$ cat src/rtl/tdma_sched_ctrl.sv
module tdma_sched_ctrl #(
  parameter int SLOTS      = 4,
  parameter int ROUND_BITS = 2,
  parameter int SLOT_TICKS = 64,
  parameter int ADDR_W     = 8,
  parameter int MAX_LEN    = 32,
  parameter int CORR_LIM   = 4,
  localparam int SLOT_W = $clog2(SLOTS),
  localparam int TW     = $clog2(SLOT_TICKS),
  localparam int LEN_W  = $clog2(MAX_LEN + 1),
  localparam int IDX_W  = SLOT_W + ROUND_BITS,
  localparam int ENT_W  = 1 + TW + ADDR_W + LEN_W
)(
  input  logic              clk,
  input  logic              rst,
  input  logic [SLOT_W-1:0] own_slot,
  input  logic              tbl_we,
  input  logic [IDX_W-1:0]  tbl_idx,
  input  logic [ENT_W-1:0]  tbl_wdata,
  output logic [ADDR_W-1:0] buf_raddr,
  input  logic [7:0]        buf_rdata,
  output logic              buf_we,
  output logic [ADDR_W-1:0] buf_waddr,
  output logic [7:0]        buf_wdata,
  output logic              tx_valid,
  output logic [7:0]        tx_data,
  input  logic              rx_valid,
  input  logic              rx_sof,
  input  logic [7:0]        rx_data,
  output logic              tick_irq,
  output logic              cycle_start
);

  localparam int DEPTH = 1 << IDX_W;
  localparam int CW    = TW + 2;
  localparam logic signed [CW-1:0] LIM_P = CW'(CORR_LIM);
  localparam logic signed [CW-1:0] LIM_N = -LIM_P;

  logic [ENT_W-1:0] tbl [DEPTH];

  always_ff @(posedge clk)
    if (tbl_we) tbl[tbl_idx] <= tbl_wdata;

  logic signed [CW-1:0]  tick, corr;
  logic [SLOT_W-1:0]     slot;
  logic [ROUND_BITS-1:0] rnd;

  logic [ENT_W-1:0] ent;
  assign ent = tbl[{rnd, slot}];

  logic              ent_tx;
  logic [TW-1:0]     ent_time;
  logic [ADDR_W-1:0] ent_addr;
  logic [LEN_W-1:0]  ent_len_raw, ent_len;

  assign ent_tx      = ent[ENT_W-1];
  assign ent_time    = ent[ENT_W-2 -: TW];
  assign ent_addr    = ent[LEN_W +: ADDR_W];
  assign ent_len_raw = ent[LEN_W-1:0];
  assign ent_len     = (ent_len_raw > LEN_W'(MAX_LEN)) ? LEN_W'(MAX_LEN) : ent_len_raw;

  logic signed [CW-1:0] sched_t, diff, corr_new;
  assign sched_t  = $signed({2'b00, ent_time});
  assign diff     = tick - sched_t;
  assign corr_new = (diff > LIM_P) ? LIM_P : (diff < LIM_N) ? LIM_N : diff;

  logic slot_end, last_slot, last_rnd, at_time;
  assign slot_end  = (tick == CW'(SLOT_TICKS - 1));
  assign last_slot = (slot == SLOT_W'(SLOTS - 1));
  assign last_rnd  = &rnd;
  assign at_time   = (tick == sched_t);

  logic tx_busy, rx_seen;
  logic [LEN_W-1:0]  tx_left, rx_left;
  logic [ADDR_W-1:0] tx_ptr, rx_ptr;

  logic rx_open, rx_start, tx_go;
  assign rx_open  = !ent_tx && (ent_len != '0);
  assign rx_start = rx_open && rx_valid && rx_sof && !rx_seen && !slot_end;
  assign tx_go    = ent_tx && (ent_len != '0) && (slot == own_slot) && at_time && !tx_busy;

  always_ff @(posedge clk) begin
    if (rst) begin
      tick        <= '0;
      corr        <= '0;
      slot        <= '0;
      rnd         <= '0;
      tick_irq    <= 1'b0;
      cycle_start <= 1'b0;
    end else begin
      tick_irq    <= 1'b0;
      cycle_start <= 1'b0;
      if (slot_end) begin
        tick <= -corr;
        corr <= '0;
        if (last_slot) begin
          slot        <= '0;
          rnd         <= rnd + ROUND_BITS'(1);
          tick_irq    <= 1'b1;
          cycle_start <= last_rnd;
        end else begin
          slot <= slot + SLOT_W'(1);
        end
      end else begin
        tick <= tick + CW'(1);
        if (rx_start) corr <= corr_new;
      end
    end
  end

  assign buf_raddr = tx_ptr;

  always_ff @(posedge clk) begin
    if (rst) begin
      tx_busy  <= 1'b0;
      tx_left  <= '0;
      tx_ptr   <= '0;
      tx_valid <= 1'b0;
      tx_data  <= '0;
    end else begin
      tx_valid <= tx_busy;
      if (tx_busy) begin
        tx_data <= buf_rdata;
        tx_ptr  <= tx_ptr + ADDR_W'(1);
        tx_left <= tx_left - LEN_W'(1);
        if (tx_left == LEN_W'(1)) tx_busy <= 1'b0;
      end else if (tx_go) begin
        tx_busy <= 1'b1;
        tx_ptr  <= ent_addr;
        tx_left <= ent_len;
      end
    end
  end

  always_ff @(posedge clk) begin
    if (rst) begin
      rx_seen   <= 1'b0;
      rx_left   <= '0;
      rx_ptr    <= '0;
      buf_we    <= 1'b0;
      buf_waddr <= '0;
      buf_wdata <= '0;
    end else begin
      buf_we <= 1'b0;
      if (slot_end) begin
        rx_seen <= 1'b0;
        rx_left <= '0;
      end else if (rx_start) begin
        buf_we    <= 1'b1;
        buf_waddr <= ent_addr;
        buf_wdata <= rx_data;
        rx_ptr    <= ent_addr + ADDR_W'(1);
        rx_left   <= ent_len - LEN_W'(1);
        rx_seen   <= 1'b1;
      end else if (rx_valid && !rx_sof && (rx_left != '0)) begin
        buf_we    <= 1'b1;
        buf_waddr <= rx_ptr;
        buf_wdata <= rx_data;
        rx_ptr    <= rx_ptr + ADDR_W'(1);
        rx_left   <= rx_left - LEN_W'(1);
      end
    end
  end

endmodule

$ cat config.mk
export PLATFORM = sky130hd
export DESIGN_NAME = tdma_sched_ctrl
export DESIGN_NICKNAME = d
export VERILOG_FILES = /design/src/rtl/tdma_sched_ctrl.sv
export SDC_FILE = /design/constraint.sdc
export NUM_CORES = 1
export LEC_CHECK = 0
export CORE_ASPECT_RATIO = 0.6
export CORE_MARGIN = 3
export CORE_UTILIZATION = 35
export DETAILED_ROUTE_END_ITERATION = 10
export DONT_BUFFER_PORTS = 1
export GPL_TIMING_DRIVEN = 0
export PLACE_DENSITY_LB_ADDON = 0.25
export SLEW_MARGIN = 20
export SYNTH_ARGS = -nofsm -noshare
export SYNTH_HDL_FRONTEND = slang
export SYNTH_SLANG_ARGS = --single-unit
$ cat constraint.sdc
create_clock -name clk -period 6.2 [get_ports clk]
set_input_delay 0.93 -clock clk [delete_from_list [all_inputs] [get_ports clk]]
set_output_delay 0.93 -clock clk [all_outputs]
set_load 0.01 [all_outputs]
==> results.md <==
- Status: finished clean
- Synth Area in Simple Gates: 0.07044
- Period utilization: 0.9492
- Max clock buf depth: 3
- Setup bufs post-CTS: 0
- Worst reg2reg startpoint: slot[1]$_SDFFE_PP0P_
- Core area: 0.04702 mm^2
- CP cell instances: clkbuf_2 -> buf_4 -> clkbuf_2 -> clkdlybuf4s18_2 -> mux4_2 -> mux4_2 -> inv_1 -> ha_1 -> nor2b_1 -> o21a_1 -> o21ai_1 -> a21oi_1 -> or4_1 -> and2_1 -> or4_1 -> ha_1 -> nor3b_2 -> nor3_1
- Register area: between 0.01 and 0.015 mm^2
- Clk Latency, worst-skew pair: 540 ps
- IO Port Bufs: 0
- Synth warn: 0
- Total number of vias: 9514
- Setup crit start: slot[1]$_SDFFE_PP0P_
- Detail Placement HPWL: 28770 um
- Final Wtd Congestion: 0.8230
- Synth Area in Adders: 0.01302
- HP Start: tx_left[5]$_SDFFE_PP0P_
- CP required: about 6600 ps
- XOR/XNOR Fraction of Synth Area: 0.01295
- CP Data Arrival Time: 6280 ps
- Cell area after synthesis: approximately 0.017 mm^2
- Pwr Density: 287.2 mW/mm^2
- Highest Clock Rate: between 150 and 200 MHz
- Initial DRC count: 1011
- Slew @ Worst Pin: around 1100 ps
- FFs w/ async S/R, synth: 0
- Max Cap Violations: 0
- Vias per std cell: 5.409
- Nets: 1170
- Synth top area share: 0.5967
- Clock skew: 28.22 ps
- Min Clock Period, post-route: 5885 ps
- Die Span X: slightly below 300 um
- Htree depth: 2
- Mapped Nets: 1109
- Crit. End Element: flip-flop
- Post-Syn Instances: approximately 1000
- Clock Tree Root: clkbuf_16
- Fraction of layout cells with a size suffix above 1: 0.1957
- Num CTS Buffers: 37
- Area contributors post-synth: edfxtp_1 (60%), mux4_2 (12%), dfxtp_1 (9.2%), mux2i_1 (2.2%), nor2_1 (1.8%)
- Drt pass-1 iters: 5
- Largest net degree at the start of global routing: 20
- Post-synth top cells: edfxtp_1 (336), mux4_2 (87), nor2_1 (83), dfxtp_1 (78), nand2_1 (60)
- Clock transition at the registers of the reported paths: around 70 ps
- Grt ovf: 0
- Die H: 176.3 um
- Largest family of logic cells by synthesized area: multiplexers
- Row cnt: 61
- Final ANT Viol Nets: 0
- Relative slew slack: 0.2619
- Unique cell type count in the Yosys netlist: 59
- Die Area: 0.05107 mm^2
- IR drop worst, VDD: between 200 and 250 uV
- Worst path max stage delay: 520 ps
- Area Overhead vs Synth: 14.70%
- Sequential element share of the synthesized area: 0.6890
- Ant diodes: 0
- Hold WC Path Type: reg -> reg
- Kind of critical path: reg -> reg
- Slew Limit Fails: 0
- Fin. Hold Viols: 0
- Delay-heaviest family, CP: simple AND/OR/NAND/NOR gates
- Syn Area/Cell: 16.20 um^2
- CP startpoint kind: flip-flop
- Fill cells: 4237
- Ys flop type: edfxtp_1
- Initial core utilization: 0.3597
- Min Hold Slack: 476.0 ps
- Clock sinks: about 410
- First-pass GRT wire length: about 64000 um
- EDFF count, synth: roughly 340
- Boundary Pins: 84
- Slowest cell on crit path: mux4_2
- Buffers & Inverters on Critical Path: 5
- Worst Path Max Fanout: 19
- CTS tree: built
- Yosys top cell by area: edfxtp_1
- Post-DR wirelength/cell: 24.13 um
- Final wirelength: 42450 um
- Global-route usage over all layers: 0.1695
- Total negative slack: 0 ps
- Leak: 0.006047 uW
- DRC: 0
- Vias in the first global route: between 9000 and 10000
- Flops & latches, synth: 414
- Cell with the most instances after synthesis: edfxtp_1
- Multi-input logic area: 0.005076 mm^2
- Initial antenna violation count: 0
- Setup violations, final: 0
- Multiplexer share of the synthesized area: 0.1450
- Complex-gate fraction of the synthesized area: 0.05157
[worst paths after layout]
path                             end  slack (ps)  depth (start not counted)
max             corr[2]$_SDFFE_PP0N_         320                         18
min          tx_left[5]$_SDFFE_PP0P_         480                          2
max reg2reg     corr[2]$_SDFFE_PP0N_         320                         18
min reg2reg  tx_left[5]$_SDFFE_PP0P_         480                          2
[kinds of logic after synthesis]
| family | Yosys count |
|---|---|
| AO/OA/AOI/OAI | 129 |
| XOR/XNOR | 25 |
| adder cells (fa/ha/maj) | 17 |
| buffers and inverters | 73 |
| flip-flops | 414 |
| multiplexers | 135 |
| AND/OR/NAND/NOR | 251 |
[state kept, by name, indices dropped and copies added, names as in the netlist, 2 cells and up]
name,count
tbl,336
buf_raddr,8
buf_waddr,8
buf_wdata,8
corr,8
rx_ptr,8
tick,8
tx_data,8
rx_left,6
tx_left,6
rnd,2
slot,2
[repair_timing]
| action | CTS | global route |
|---|---|---|
| endpoints found under the setup margin | 23 | 7 |
| gates cloned | 0 | 0 |
| resized for setup | 14 | 6 |
| hold buffers | 0 | 0 |
[routing by layer]
metal,track usage,up-vias,routed length [um]
li1,-,4230,-
met1,0.2663,4942,20820
met5,0,-,0
met4,0.02942,0,629
met2,0.2471,284,18410
met3,0.03097,58,2589
[power breakdown]
part | internal [uW] | total [uW] | switching, uW
Sequential | 3070 | 3110 | 38.6
Combinational | 80.9 | 213 | 132
Clock | 1250 | 2250 | 999
[metrics by stage]
| step | instances | cell area (um^2) | setup slack (ps) | total power [uW] | util |
|---|---|---|---|---|---|
| 6_report | 1759 | 19390 | 315.2 | 5570 | 0.4125 |
| 5_1_grt | 1759 | 19390 | -0.02842 | 5770 | 0.4125 |
| 4_1_cts | 1760 | 19390 | 41.31 | 5627 | 0.4124 |
| 3_5_place_dp | 1699 | 18220 | -1381 | 3380 | 0.3875 |
| 3_3_place_gp | 1674 | 17700 | -1417 | 3362 | 0.3764 |
| 2_1_floorplan | 1044 | 16910 | 242.9 | 3300 | - |
[tightest hold or removal path: stages, from the launching register on]
cell and delay, ps:
dfxtp_1 320, nand3_1 60, a21oi_1 50
[layout by cell type (no fill, tap or decap), types with 7 or more instances in the layout]
master / count
edfxtp_1: 336
mux4_2: 87
dfxtp_1: 78
nor2_1: 71
nand2_1: 60
a21oi_1: 43
mux2i_1: 38
clkbuf_16: 38
clkbuf_1: 30
inv_1: 22
nand3_1: 21
a22oi_1: 19
xnor2_1: 19
a211oi_1: 17
nor3_1: 17
ha_1: 16
nor2_4: 12
buf_4: 11
mux2_2: 10
o21ai_0: 10
nor2b_1: 8
buf_2: 8
buf_6: 8
clkinv_1: 8
and2_1: 7
nand4_1: 7
buf_12: 7
[cell type report]
type | count | area share
buffer | 47 | 0.01277
clock inverter | 17 | 0.008387
tap | 630 | 0.04064
clock buffer | 46 | 0.05058
multi-input combinational | 557 | 0.2617
sequential | 414 | 0.6007
inverter | 23 | 0.004451
timing repair buffer | 25 | 0.02071
Power figures use the tool's default switching activity.
